[config.mk]
export PLATFORM = sky130hd
export DESIGN_NAME = quad_dac_serial_front
export DESIGN_NICKNAME = d
export VERILOG_FILES = /design/src/rtl/qdac_pkg.sv /design/src/rtl/qdac_sync.sv /design/src/rtl/qdac_frame.sv /design/src/rtl/qdac_echo.sv /design/src/rtl/qdac_bank.sv /design/src/rtl/quad_dac_serial_front.sv
export SDC_FILE = /design/constraint.sdc
export NUM_CORES = 1
export LEC_CHECK = 0
export ABC_CLOCK_PERIOD_IN_PS = 5000
export BUFFER_PORTS_ARGS = -buffer_cell sky130_fd_sc_hd__buf_2
export CAP_MARGIN = 30
export CELL_PAD_IN_SITES_DETAIL_PLACEMENT = 0
export CELL_PAD_IN_SITES_GLOBAL_PLACEMENT = 1
export CORE_MARGIN = 8
export CORE_UTILIZATION = 45
export DETAILED_ROUTE_END_ITERATION = 16
export PLACE_DENSITY = 0.8
export RECOVER_POWER = 100
export SLEW_MARGIN = 20
export SYNTH_ARGS = -nofsm -noshare
export SYNTH_HDL_FRONTEND = slang
export SYNTH_SLANG_ARGS = --single-unit
[constraint.sdc]
create_clock -name clk -period 5 [get_ports clk]
set_input_delay 0.25 -clock clk [delete_from_list [all_inputs] [get_ports clk]]
set_output_delay 0.25 -clock clk [all_outputs]
set_load 0.02 [all_outputs]
[src/rtl/qdac_pkg.sv]
package qdac_pkg;
    localparam int CHAN    = 4;
    localparam int DATA_W  = 8;
    localparam int ADDR_W  = $clog2(CHAN);
    localparam int CTL_W   = 2;
    localparam int CMD_W   = ADDR_W + CTL_W + DATA_W;
    localparam int CNT_W   = $clog2(CMD_W + 1);

    typedef enum logic [CTL_W-1:0] {
        CTL_NOP      = 2'b00,
        CTL_LOAD     = 2'b01,
        CTL_LOAD_UPD = 2'b10,
        CTL_MODE     = 2'b11
    } ctl_e;

    typedef enum logic [1:0] {
        ST_IDLE  = 2'd0,
        ST_SHIFT = 2'd1,
        ST_EXEC  = 2'd2
    } frame_st_e;

    typedef enum logic {
        EDGE_RISE = 1'b0,
        EDGE_FALL = 1'b1
    } echo_edge_e;

    typedef struct packed {
        logic [ADDR_W-1:0] addr;
        ctl_e              ctl;
        logic [DATA_W-1:0] data;
    } cmd_t;
endpackage

[src/rtl/qdac_sync.sv]
module qdac_sync #(
    parameter int       W       = 4,
    parameter int       STAGES  = 2,
    parameter logic [W-1:0] RST_VAL = '0
) (
    input  logic         clk,
    input  logic         rst_n,
    input  logic [W-1:0] d,
    output logic [W-1:0] q
);
    logic [W-1:0] chain [STAGES];

    generate
        for (genvar s = 0; s < STAGES; s++) begin : g_stage
            if (s == 0) begin : g_first
                always_ff @(posedge clk or negedge rst_n) begin
                    if (!rst_n) chain[s] <= RST_VAL;
                    else        chain[s] <= d;
                end
            end else begin : g_next
                always_ff @(posedge clk or negedge rst_n) begin
                    if (!rst_n) chain[s] <= RST_VAL;
                    else        chain[s] <= chain[s-1];
                end
            end
        end
    endgenerate

    assign q = chain[STAGES-1];
endmodule

[src/rtl/qdac_frame.sv]
module qdac_frame
    import qdac_pkg::*;
(
    input  logic             clk,
    input  logic             rst_n,
    input  logic             cs_s,
    input  logic             cs_fall,
    input  logic             sclk_rise,
    input  logic             din_s,
    output cmd_t             cmd,
    output logic             exec_pulse,
    output logic             echo_tap,
    output logic [CNT_W-1:0] bit_cnt
);
    frame_st_e        state, state_nx;
    logic [CMD_W-1:0] sr;
    logic             take_bit;

    assign take_bit = sclk_rise && !cs_s;

    always_comb begin
        state_nx = state;
        unique case (state)
            ST_IDLE:  if (!cs_s) state_nx = ST_SHIFT;
            ST_SHIFT: if (cs_s)  state_nx = (bit_cnt >= CNT_W'(CMD_W)) ? ST_EXEC : ST_IDLE;
            ST_EXEC:  state_nx = ST_IDLE;
            default:  state_nx = ST_IDLE;
        endcase
    end

    always_ff @(posedge clk or negedge rst_n) begin
        if (!rst_n) state <= ST_IDLE;
        else        state <= state_nx;
    end

    always_ff @(posedge clk or negedge rst_n) begin
        if (!rst_n) begin
            sr      <= '0;
            bit_cnt <= '0;
        end else begin
            if (take_bit) sr <= {sr[CMD_W-2:0], din_s};
            if (cs_fall)
                bit_cnt <= take_bit ? CNT_W'(1) : '0;
            else if (take_bit && bit_cnt < CNT_W'(CMD_W))
                bit_cnt <= bit_cnt + 1'b1;
        end
    end

    always_comb begin
        exec_pulse = (state == ST_EXEC);
        cmd        = cmd_t'(sr);
        echo_tap   = sr[CMD_W-1];
    end
endmodule

[src/rtl/qdac_echo.sv]
module qdac_echo
    import qdac_pkg::*;
(
    input  logic clk,
    input  logic rst_n,
    input  logic cs_s,
    input  logic sclk_rise,
    input  logic sclk_fall,
    input  logic tap,
    input  logic set_mode,
    input  logic mode_bit,
    output logic dout,
    output logic edge_fall
);
    echo_edge_e edge_sel;
    logic       pend;

    always_ff @(posedge clk or negedge rst_n) begin
        if (!rst_n) begin
            edge_sel <= EDGE_RISE;
            pend     <= 1'b0;
            dout     <= 1'b0;
        end else begin
            if (set_mode) edge_sel <= mode_bit ? EDGE_RISE : EDGE_FALL;
            if (!cs_s && sclk_rise) begin
                pend <= tap;
                if (edge_sel == EDGE_RISE) dout <= tap;
            end
            if (!cs_s && sclk_fall && edge_sel == EDGE_FALL) dout <= pend;
        end
    end

    assign edge_fall = (edge_sel == EDGE_FALL);
endmodule

[src/rtl/qdac_bank.sv]
module qdac_bank
    import qdac_pkg::*;
(
    input  logic                     clk,
    input  logic                     rst_n,
    input  logic                     exec_pulse,
    input  cmd_t                     cmd,
    input  logic                     ldac_rise,
    output logic [CHAN*DATA_W-1:0]   codes
);
    logic [DATA_W-1:0] stage_q [CHAN];
    logic [DATA_W-1:0] out_q   [CHAN];
    logic              wr_stage, upd_all;

    assign wr_stage = exec_pulse && (cmd.ctl == CTL_LOAD || cmd.ctl == CTL_LOAD_UPD);
    assign upd_all  = exec_pulse && (cmd.ctl == CTL_LOAD_UPD);

    generate
        for (genvar ch = 0; ch < CHAN; ch++) begin : g_ch
            logic hit;
            assign hit = (cmd.addr == ADDR_W'(ch));

            always_ff @(posedge clk or negedge rst_n) begin
                if (!rst_n) begin
                    stage_q[ch] <= '0;
                    out_q[ch]   <= '0;
                end else begin
                    if (wr_stage && hit) stage_q[ch] <= cmd.data;
                    if (upd_all)
                        out_q[ch] <= hit ? cmd.data : stage_q[ch];
                    else if (ldac_rise)
                        out_q[ch] <= stage_q[ch];
                end
            end

            assign codes[ch*DATA_W +: DATA_W] = out_q[ch];
        end
    endgenerate
endmodule

[src/rtl/quad_dac_serial_front.sv]
module quad_dac_serial_front
    import qdac_pkg::*;
#(
    parameter int SYNC_STAGES = 2
) (
    input  logic              clk,
    input  logic              rst_n,
    input  logic              cs_n_in,
    input  logic              sclk_in,
    input  logic              din_in,
    input  logic              ldac_in,
    output logic              dout,
    output logic [DATA_W-1:0] code_a,
    output logic [DATA_W-1:0] code_b,
    output logic [DATA_W-1:0] code_c,
    output logic [DATA_W-1:0] code_d
);
    logic [3:0] sync_q;
    logic       cs_s, sclk_s, din_s, ldac_s;
    logic       cs_q, sclk_q, ldac_q;
    logic       cs_fall, sclk_rise, sclk_fall, ldac_rise;
    cmd_t       cmd;
    logic       exec_pulse, echo_tap, edge_fall, set_mode;
    logic [CNT_W-1:0] bit_cnt;
    logic [CHAN*DATA_W-1:0] codes;

    qdac_sync #(.W(4), .STAGES(SYNC_STAGES), .RST_VAL(4'b1000)) u_sync (
        .clk(clk), .rst_n(rst_n),
        .d({cs_n_in, sclk_in, din_in, ldac_in}),
        .q(sync_q)
    );
    assign {cs_s, sclk_s, din_s, ldac_s} = sync_q;

    always_ff @(posedge clk or negedge rst_n) begin
        if (!rst_n) begin
            cs_q   <= 1'b1;
            sclk_q <= 1'b0;
            ldac_q <= 1'b0;
        end else begin
            cs_q   <= cs_s;
            sclk_q <= sclk_s;
            ldac_q <= ldac_s;
        end
    end

    assign cs_fall   = !cs_s && cs_q;
    assign sclk_rise = sclk_s && !sclk_q;
    assign sclk_fall = !sclk_s && sclk_q;
    assign ldac_rise = ldac_s && !ldac_q;

    qdac_frame u_frame (
        .clk(clk), .rst_n(rst_n), .cs_s(cs_s), .cs_fall(cs_fall),
        .sclk_rise(sclk_rise), .din_s(din_s), .cmd(cmd),
        .exec_pulse(exec_pulse), .echo_tap(echo_tap), .bit_cnt(bit_cnt)
    );

    assign set_mode = exec_pulse && (cmd.ctl == CTL_MODE);

    qdac_echo u_echo (
        .clk(clk), .rst_n(rst_n), .cs_s(cs_s), .sclk_rise(sclk_rise),
        .sclk_fall(sclk_fall), .tap(echo_tap), .set_mode(set_mode),
        .mode_bit(cmd.data[0]), .dout(dout), .edge_fall(edge_fall)
    );

    qdac_bank u_bank (
        .clk(clk), .rst_n(rst_n), .exec_pulse(exec_pulse), .cmd(cmd),
        .ldac_rise(ldac_rise), .codes(codes)
    );

    assign code_a = codes[0*DATA_W +: DATA_W];
    assign code_b = codes[1*DATA_W +: DATA_W];
    assign code_c = codes[2*DATA_W +: DATA_W];
    assign code_d = codes[3*DATA_W +: DATA_W];
endmodule

======== After elaboration in Yosys (flattened, before gate mapping) ========
Index checks and enable logic that the tools add are counted.
storage, ports and cells
  register bits ........................... 96
  bits of input ports ..................... 6
cells by class
  add/sub/neg operators ................... 1
  $lt $le $gt $ge ......................... 2
  equality and inequality tests ........... 11
  multiplexer cells ....................... 23
  reductions and logical operators ........ 27
operator list
  kind                                                              number
  8-bit 2-to-1 mux                                                  12
  1-bit logical AND                                                 15
  2-bit == test (second input constant)                             5
  4-bit 2-to-1 mux                                                  2
  2-bit by 1-bit == test with 1-bit output (second input constant)  3
  2-bit 2-to-1 mux                                                  3
  2-bit != test (second input constant)                             3
  2-bit nonzero test                                                3
  1-bit 2-to-1 mux                                                  5
  4-bit by 1-bit adder with 4-bit output (second input constant)    1
  4-bit greater-or-equal comparator (second input constant)         1
  1-bit zero test                                                   4
  2-bit zero test                                                   2
  4-bit less-than comparator (second input constant)                1
  2-bit case mux with 2 select lines                                1
  2-bit AND reduction                                               2
  1-bit logical OR                                                  1

======== Depth between registers and ports, before layout ========
Gate-level depths: netlist (run 1).
  depth after elaboration ................. 6
  gate-level depth with buffers ........... 7
  gate-level depth less buffers ........... 5

======== Modules after synthesis ========
Synthesis (run 1) repeated with hierarchy kept, for this count alone.
unflattened totals
  cell total of the unflattened synthesis .. 333
  area, all modules ....................... 3976.3 sq um
modules (own cells, without submodules)
  module                 times used  cells each  area each (sq um)  seq. area each (sq um)
  qdac_bank              1           248         2710.1             1601.5
  qdac_frame             1           53          773.2              450.4
  qdac_sync              1           12          232.7              202.7
  qdac_echo              1           12          150.1              75.1
  quad_dac_serial_front  1           8           110.1              76.3

======== Worst setup path before layout (run 1) ========
OpenSTA, ideal clock, no wires.
  path kind ............................... reg-to-reg
  start point ............................. register u_frame.sr[8], in the netlist u_frame.cmd[8]
  end point ............................... register u_bank.stage_q[0] (netlist name)
  setup time .............................. 0.125 ns
  arrival time ............................ 1.577 ns
  required time ........................... 4.875 ns
  setup slack ............................. 3.299 ns
  cell stages (with the launch flop) ...... 7
  buffers on the path ..................... 1
  clock period less this slack ............ 1.701 ns
  cell sequence ........................... dfrtp_1 inv_1 ha_1 nor3b_2 and2_1 buf_2 mux2_2
between the ends
  cells in the longest elaborated chain, start to end .. 4
RTL lines
  what                                                                              line              source
  start: declaration                                                                qdac_frame.sv:16  logic [CMD_W-1:0] sr;
  start signal: assignment                                                          qdac_frame.sv:41  if (take_bit) sr <= {sr[CMD_W-2:0], din_s};
  2-bit by 1-bit == test with 1-bit output / 2-bit == test (equally long branches)  qdac_bank.sv:15   assign wr_stage = exec_pulse && (cmd.ctl == CTL_LOAD || cmd.ctl == CTL_LOAD_UPD);
  1-bit logical OR *                                                                qdac_bank.sv:15
  1-bit logical AND *                                                               qdac_bank.sv:15
  1-bit logical AND *                                                               qdac_bank.sv:28   if (wr_stage && hit) stage_q[ch] <= cmd.data;
  end signal: indexed assignment                                                    qdac_bank.sv:28
  end: declaration                                                                  qdac_bank.sv:11   logic [DATA_W-1:0] stage_q [CHAN];
Mark *: on every way between the ends. The rest lies on a longest branch, timed or not.
A chain may end at the register's enable or synchronous reset.

======== Final worst setup path (run 1) ========
  start point ............................. register u_frame.sr[8], in the netlist u_frame.cmd[8]
  end point ............................... register u_bank.out_q (netlist bit u_bank.codes[18])
between the ends
  cells in the longest elaborated chain, start to end .. 3
RTL lines
  what                                                           line             source
  2-bit == test *                                                qdac_bank.sv:16  assign upd_all = exec_pulse && (cmd.ctl == CTL_LOAD_UPD);
  1-bit logical AND *                                            qdac_bank.sv:16
  8-bit 2-to-1 mux / 2-bit nonzero test (equally long branches)  -
  end signal: indexed assignment                                 qdac_bank.sv:30  out_q[ch] <= hit ? cmd.data : stage_q[ch];
  end signal: indexed assignment                                 qdac_bank.sv:32  out_q[ch] <= stage_q[ch];
  end: declaration                                               qdac_bank.sv:12  logic [DATA_W-1:0] out_q [CHAN];
Marked as above.

==> results of run 1 <==
## worst reg2reg max path, delay by kind of cell (launching register included)
kind / cells / cell delay, ns
compound gates: 1 / 0.26
buf+inv: 2 / 0.78
fa+ha+maj: 1 / 0.16
simple gates: 1 / 0.29
flops: 1 / 0.40
mux: 1 / 0.72
## logic make-up after synthesis
group | count (synthesis) | share of synthesized area, %
flops | 96 | 61.4
compound gates | 43 | 9.71
mux | 48 | 14.5
simple gates | 66 | 10.5
fa+ha+maj | 3 | 0.958
buf+inv | 22 | 2.94
## power by group through the flow
| stage | Combinational [mW] | Sequential [mW] | Clock, mW |
|---|---|---|---|
| after floorplan | 0.106 | 0.840 | 0 |
| after global placement | 0.0791 | 0.922 | 0 |
| after detailed placement | 0.0811 | 0.925 | 0 |
| after CTS | 0.0848 | 0.909 | 0.509 |
| after global routing | 0.0909 | 0.918 | 0.543 |
| final | 0.0798 | 0.907 | 0.495 |
## final timing paths
kind	start	cells past startpoint	slack, ns	to
hold / removal	u_sync.chain[5]$_DFF_PN0_	0	0.35	u_sync.q[1]$_DFF_PN0_
max in group asynchronous	rst_n	3	2.43	u_frame.cmd[8]$_DFFE_PN0P_
setup reg to reg	u_frame.cmd[8]$_DFFE_PN0P_	6	2.34	u_bank.codes[18]$_DFFE_PN0P_
hold reg to reg	u_sync.chain[5]$_DFF_PN0_	0	0.35	u_sync.q[1]$_DFF_PN0_
setup / recovery	u_frame.cmd[8]$_DFFE_PN0P_	6	2.34	u_bank.codes[18]$_DFFE_PN0P_
min in group asynchronous	rst_n	2	0.95	u_bank.codes[8]$_DFFE_PN0P_
## state kept, by name, indices dropped and copies added, names as in the netlist
| register | count |
|---|---|
| u_sync.chain | 4 |
| u_sync.q | 4 |
| u_echo.edge_fall | 1 |
| u_frame.cmd | 12 |
| u_bank.codes | 32 |
| u_frame.bit_cnt | 4 |
| ldac_q | 1 |
| u_echo.dout | 1 |
| u_frame.state | 2 |
| sclk_q | 1 |
| cs_q | 1 |
| u_bank.stage_q | 32 |
| u_echo.pend | 1 |
## per-stage QoR
step | instances | setup WS [ns] | hold WS, ns
6_report | 427 | 2.34 | 0.353
5_1_grt | 427 | 1.95 | 0.362
4_1_cts | 425 | 2.65 | 0.355
3_5_place_dp | 404 | 2.67 | 0.231
3_3_place_gp | 404 | 2.74 | 0.224
2_1_floorplan | 278 | 3.30 | -0.0456
## final cells by class
class / instances / area, sq um
clock buffer: 13 / 149
clock inverter: 3 / 42.5
fill: 760 / 4280
inverter: 1 / 3.75
multi-input combinational: 160 / 1370
sequential: 96 / 2410
tap: 108 / 135
timing repair buffer: 46 / 213
## routing by layer
layer / routed length (um) / up-vias / global-route usage, %
met5: 0 / - / 0
met4: 185 / 0 / 6.36
met3: 369 / 15 / 3.05
met2: 3530 / 41 / 20.9
met1: 3490 / 1188 / 16.8
li1: - / 1116 / -
## placed cells by master, fill, tap and decap left out, types with 4 or more instances in the layout
cell            n
dfrtp_1        93
mux2_2         44
clkbuf_8       10
nand2_1         7
buf_2           4
clkbuf_1       39
dlygate4sd3_1   5
nor2_1          5
o21ai_0         6
and3_1         32
a221o_1        32
==> qor.csv, run 1 <==
stage;metric;value;unit
critical_path;cp-end-kind;flip-flop;
finish;design_area;0.00431;sq mm
clocking;cts_hold_buf;5;
logic_synthesis;synth_area_leaders;dfrtp_1 59%, mux2_2 13%, a221o_1 8.2%;
detailed_routing;vias;2360;
pwr;irDropWorstVdd;146;uV
clocking;post-cts-setup-buffer-count;0;
sta;report.final.slew_viol_count;37;
pwr;power_density;344;mW/mm^2
sta;fmax;0.377;GHz
logic_synthesis;yosysTopAreaCellShare;59.4;%
global_route;overflow;0;
clocking;clk_path_buf_depth;2;
clocking;clock_latency;0.36;ns
global_route;grt_util_all_layers;13.2;%
placement;gp_congestion;0.773;
sta;worst-slew-pin-transition;1.92;ns
finish;drive_gt1_share;20.7;%
critical_path;arrival;2.96;ns
sta;grt_setup_unrepaired;no;
sta;hold_viol;0;
critical_path;crit_required;5.30;ns
pwr;seq_power_share;61.2;%
logic_synthesis;synth-edff-count;0;
logic_synthesis;synth_cell_types;32;
clocking;cts.sinks;96;
pwr;power_frac_comb;5.4;%
pwr;intPower;1.10;mW
critical_path;path_class;reg -> reg;
placement;placed_area;0.00414;sq mm
pwr;p_sw;0.387;mW
critical_path;crit_fanout;22;
clocking;htree_num_levels;3;
clocking;cts_buffers;9;
sta;timing.final.crit_share;53.1;%
detailed_routing;drt_iter0_drc;102;
critical_path;slowest_stage;mux2i_1;
global_route;grt_max_degree;62;
placement;io_buffers;38;
critical_path;path_delay_family;buffers and inverters;
pwr;power.leakage;2.14;nW
floorplan;coreArea;0.00859;sq mm
sta;fin_crit;2.66;ns
finish;antenna-diode-count;0;
placement;dp_hpwl;4990;um
detailed_routing;ant_nets;0;
clocking;path_clk_slew;0.09;ns
logic_synthesis;syn-instance-count;278;
logic_synthesis;syn_avg_cell_area;14.1;sq um
logic_synthesis;async_reset_ff_share;100;%
pwr;pwr-share-clk;33.4;%
critical_path;cp-start-kind;flip-flop;
detailed_routing;via_per_inst;5.53;
floorplan;die_w;109;um
sta;finalSetupTns;0;ns
floorplan;dieArea;0.0120;sq mm
floorplan;io_pins;39;
clocking;cts_tree;done;
finish;utilization;50.2;%
floorplan;start_util;45.6;%
logic_synthesis;yosysMostFrequentCell;dfrtp_1;
logic_synthesis;synth_flop_cell;dfrtp_1;
logic_synthesis;synth.top_cells.by_count;93 x dfrtp_1, 44 x mux2_2, 32 x a221o_1, 32 x and3_1, 7 x buf_1;
logic_synthesis;synth_top_area_cell;dfrtp_1;
logic_synthesis;yosys_warnings;0;
critical_path;critical_path.cell_chain;inv_1, ha_1, and3b_1, clkbuf_1, mux2i_1, a221o_1;
global_route;grt_pass1_wl;12200;um
pwr;p_sw_share;26.1;%
detailed_routing;drc;0;
finish;syn_to_final_growth;10.1;%
detailed_routing;wl_per_cell;17.7;um
finish;nNetsFinal;323;
detailed_routing;drt-total-wl;7580;um
hold_path;min_path_type;reg -> reg;
clocking;root_buffer;clkbuf_8;
global_route;antenna_found_initial;0;
logic_synthesis;synth_area;0.00392;sq mm
clocking;cts-resized-gates;0;
pwr;p_total;1.48;mW
logic_synthesis;yosysSeqAreaShare;61.4;%
floorplan;die_height;109;um
run_status;violations;max-capacitance violations, max-slew violations;
critical_path;critPathMaxStageDelay;0.71;ns
global_route;grt_pass1_vias;2344;
sta;relSlewSlack;-27.7;%
floorplan;rows;34;
sta;setup_viol;0;
sta;skew;0.0123;ns
run;drv_cap;1;
logic_synthesis;yosys_register_bits;96;
critical_path;critPathBufInv;2;
logic_synthesis;syn_nets;287;
detailed_routing;firstDrtPassIters;4;
run_status;status;finished, violations left;
No activity file was read; power rests on OpenSTA's default activity.
==> run 2, diff against run 1 <==
- ABC_AREA: default -> 1
- ABC_CLOCK_PERIOD_IN_PS: 5000 -> 2700
- CORE_UTILIZATION: 45 -> 44
- PLACE_DENSITY: 0.8 -> 0.84
- clock period: 5 -> 2.7 ns (I/O delays scaled with it)
==> qor.csv, run 2 <==
stage;metric;value;unit;change
logic_synthesis;async_reset_ff_share;100;%;unchanged
logic_synthesis;yosys_register_bits;96;;unchanged
clocking;cts.sinks;96;;unchanged
placement;dp_hpwl;5620;um;+13%
global_route;grt_pass1_vias;2923;;+25%
detailed_routing;drt-total-wl;8450;um;+12%
critical_path;r2r_start;u_frame.cmd[8]$_DFFE_PN0P_;;
global_route;grt_pass1_wl;14600;um;+19%
detailed_routing;via_per_inst;5.00;;-9.5%
logic_synthesis;synth_flop_cell;dfrtp_1;;
critical_path;crit_required;2.96;ns;-2.34 ns
detailed_routing;drt_iter0_drc;143;;+40%
logic_synthesis;syn_nets;457;;+59%
logic_synthesis;syn-instance-count;448;;+61%
critical_path;worst_r2r_path_depth;8;;+2
clocking;post-cts-setup-buffer-count;0;;unchanged
logic_synthesis;yosysMostFrequentCell;nand2_1;;
sta;fmax;0.498;GHz;+32%
logic_synthesis;yosysSeqAreaShare;60.4;%;-1.0 points
floorplan;start_util;45.5;%;-0.14 points
sta;relSlewSlack;15.6;%;+43 points
pwr;power.leakage;2.13;nW;-0.60%
clocking;root_buffer;clkbuf_8;;
floorplan;dieArea;0.0124;sq mm;+3.4%
finish;syn_to_final_growth;10.9;%;
detailed_routing;vias;3021;;+28%
clocking;cts_tree;done;;
clocking;clk_path_buf_depth;2;;unchanged
critical_path;cp-start-kind;flip-flop;;
sta;skew;0.0131;ns;+0.000846 ns
critical_path;cp-startpoint;u_frame.cmd[8]$_DFFE_PN0P_;;
finish;final_common_cell;nand2_1;;
sta;timing.final.crit_share;74.3;%;+21 points
critical_path;path_class;reg -> reg;;
floorplan;io_pins;39;;unchanged
placement;place_inst;583;;+44%
floorplan;coreArea;0.00876;sq mm;+2.0%
hold_path;holdPathStages;0;;unchanged
sta;finalSetupTns;0;ns;unchanged
placement;placed_area;0.00425;sq mm;+2.5%
clocking;path_clk_slew;0.10;ns;about the same
global_route;grt_max_degree;52;;-16%
finish;fin_cells;604;;+41%
detailed_routing;wl_per_cell;14.0;um;-21%
global_route;antenna_found_initial;0;;unchanged
hold_path;min_path_type;reg -> reg;;
finish;nNetsFinal;500;;+55%
critical_path;arrival;2.27;ns;-0.69 ns
placement;io_buffers;38;;unchanged
logic_synthesis;synth_area_leaders;dfrtp_1 58%, nand2_1 11%, nand3_1 7.3%;;
logic_synthesis;yosys_warnings;0;;unchanged
pwr;irDropWorstVdd;245;uV;+68%
logic_synthesis;synth_cell_types;19;;-41%
detailed_routing;firstDrtPassIters;4;;unchanged
critical_path;cp-end-kind;flip-flop;;
sta;setup_viol;0;;unchanged
sta;grt_setup_unrepaired;no;;
logic_synthesis;syn_avg_cell_area;8.89;sq um;-37%
logic_synthesis;synth_top_area_cell;dfrtp_1;;
finish;n_fill_cell;881;;+16%
finish;mostFrequentLayoutCells;120 x nand2_1, 93 x dfrtp_1, 58 x nand3_1, 45 x nor2_1, 45 x o21ai_0;;
run_status;status;finished, final reports clean;;
run;drv_cap;0;;-1
detailed_routing;ant_nets;0;;unchanged
logic_synthesis;yosysTopAreaCellShare;58.4;%;-0.97 points
sta;report.final.slew_viol_count;0;;-100%
sta;hold_viol;0;;unchanged
finish;drive_gt1_share;6.05;%;-15 points
finish;antenna-diode-count;0;;unchanged
critical_path;crit_fanout;49;;+120%
floorplan;rows;34;;unchanged
finish;utilization;50.4;%;+0.20 points
sta;worst-slew-pin-transition;1.27;ns;-0.650 ns
logic_synthesis;synth-edff-count;0;;unchanged
floorplan;die_w;111;um;+1.7%
sta;fin_crit;2.01;ns;-0.649 ns
finish;design_area;0.00442;sq mm;+2.4%
clocking;htree_num_levels;3;;unchanged
detailed_routing;drc;0;;unchanged
global_route;overflow;0;;unchanged
pwr;power_density;608;mW/mm^2;+77%
clocking;cts_buffers;9;;unchanged
logic_synthesis;synth.top_cells.by_count;120 x nand2_1, 93 x dfrtp_1, 58 x nand3_1;;
global_route;grt_util_all_layers;14.3;%;+1.1 points
logic_synthesis;synth_area;0.00398;sq mm;+1.7%
placement;gp_congestion;0.765;;-1.0%
clocking;clock_latency;0.37;ns;about the same
hold_path;min_from;u_sync.chain[6]$_DFF_PN0_;;
floorplan;die_height;111;um;+1.7%
-- run 2: cell count changes after synthesis, sizes merged, moves of 32 or more --
| cell | previous run | this run |
|---|---|---|
| nand3 | 1 | 58 |
| inv | 1 | 42 |
| nand2 | 7 | 122 |
| o21ai | 6 | 45 |
| and3 | 32 | 0 |
| mux2 | 44 | 0 |
| nor2 | 5 | 47 |
| a221o | 32 | 0 |
-- run 2: power breakdown --
group / leakage [nW] / switching [mW] / total [mW] / internal [mW]
Clock: 0.0862 / 0.526 / 0.869 / 0.343
Sequential: 1.29 / 0.0666 / 1.57 / 1.50
Combinational: 0.753 / 0.191 / 0.250 / 0.0582
-- run 2: per-stage QoR --
stage               hold slack [ns]  worst slack [ns]  total power [mW]
global route                  0.378             0.494              2.81
floorplan                    -0.161              1.22              1.73
CTS                           0.351             0.841              2.72
finish                        0.355             0.694              2.69
global placement              0.206             0.903              1.85
detailed placement            0.209             0.850              1.85
-- run 2: layer usage --
layer  GRT usage [%]  vias up  wire length (um)
li1                -     1519                 -
met1            18.8     1426              4140
met2            21.9       63              3740
met3            3.25       13               414
met4            6.40        0               157
met5               0        -                 0
-- run 2: logic make-up after synthesis --
| kind of cell | after synthesis | share of synthesized area [%] |
|---|---|---|
| buffers and inverters | 56 | 6.50 |
| AO/OA/AOI/OAI | 47 | 5.90 |
| adder cells (fa/ha/maj) | 3 | 0.942 |
| flip-flops | 96 | 60.4 |
| AND/OR/NAND/NOR | 246 | 26.3 |
-- run 2: timing repair --
| action | CTS | global route |
|---|---|---|
| hold buffers | 5 | 0 |
| hold endpoints to repair | 51 | 0 |
| endpoints found under the setup margin | 0 | 0 |
| gates resized for setup | 0 | 0 |
-- run 2: cell type report --
cell class / count / area, sq um / area share [%]
inverter: 42 / 158 / 3.57
sequential: 96 / 2410 / 54.5
timing repair buffer: 46 / 234 / 5.30
multi-input combinational: 296 / 1310 / 29.5
tap: 108 / 135 / 3.06
clock inverter: 7 / 55.1 / 1.25
clock buffer: 9 / 124 / 2.80
-- run 2: final timing paths --
kind	to	slack (ns)
min in group asynchronous	u_bank.codes[5]$_DFFE_PN0P_	0.57
max in group asynchronous	u_bank.codes[19]$_DFFE_PN0P_	1.27
max	u_bank.codes[3]$_DFFE_PN0P_	0.69
max reg2reg	u_bank.codes[3]$_DFFE_PN0P_	0.69
min reg2reg	u_sync.q[2]$_DFF_PN0_	0.35
min	u_sync.q[2]$_DFF_PN0_	0.35
-- run 2: critical path, cell delays in order, from the launching register on --
cell     delay, ns
dfrtp_1       0.41
inv_1         0.08
ha_1          0.19
nand3_1       0.10
nand2_1       0.06
buf_4         0.41
inv_1         0.38
nand2_1       0.16
nand3_1       0.08
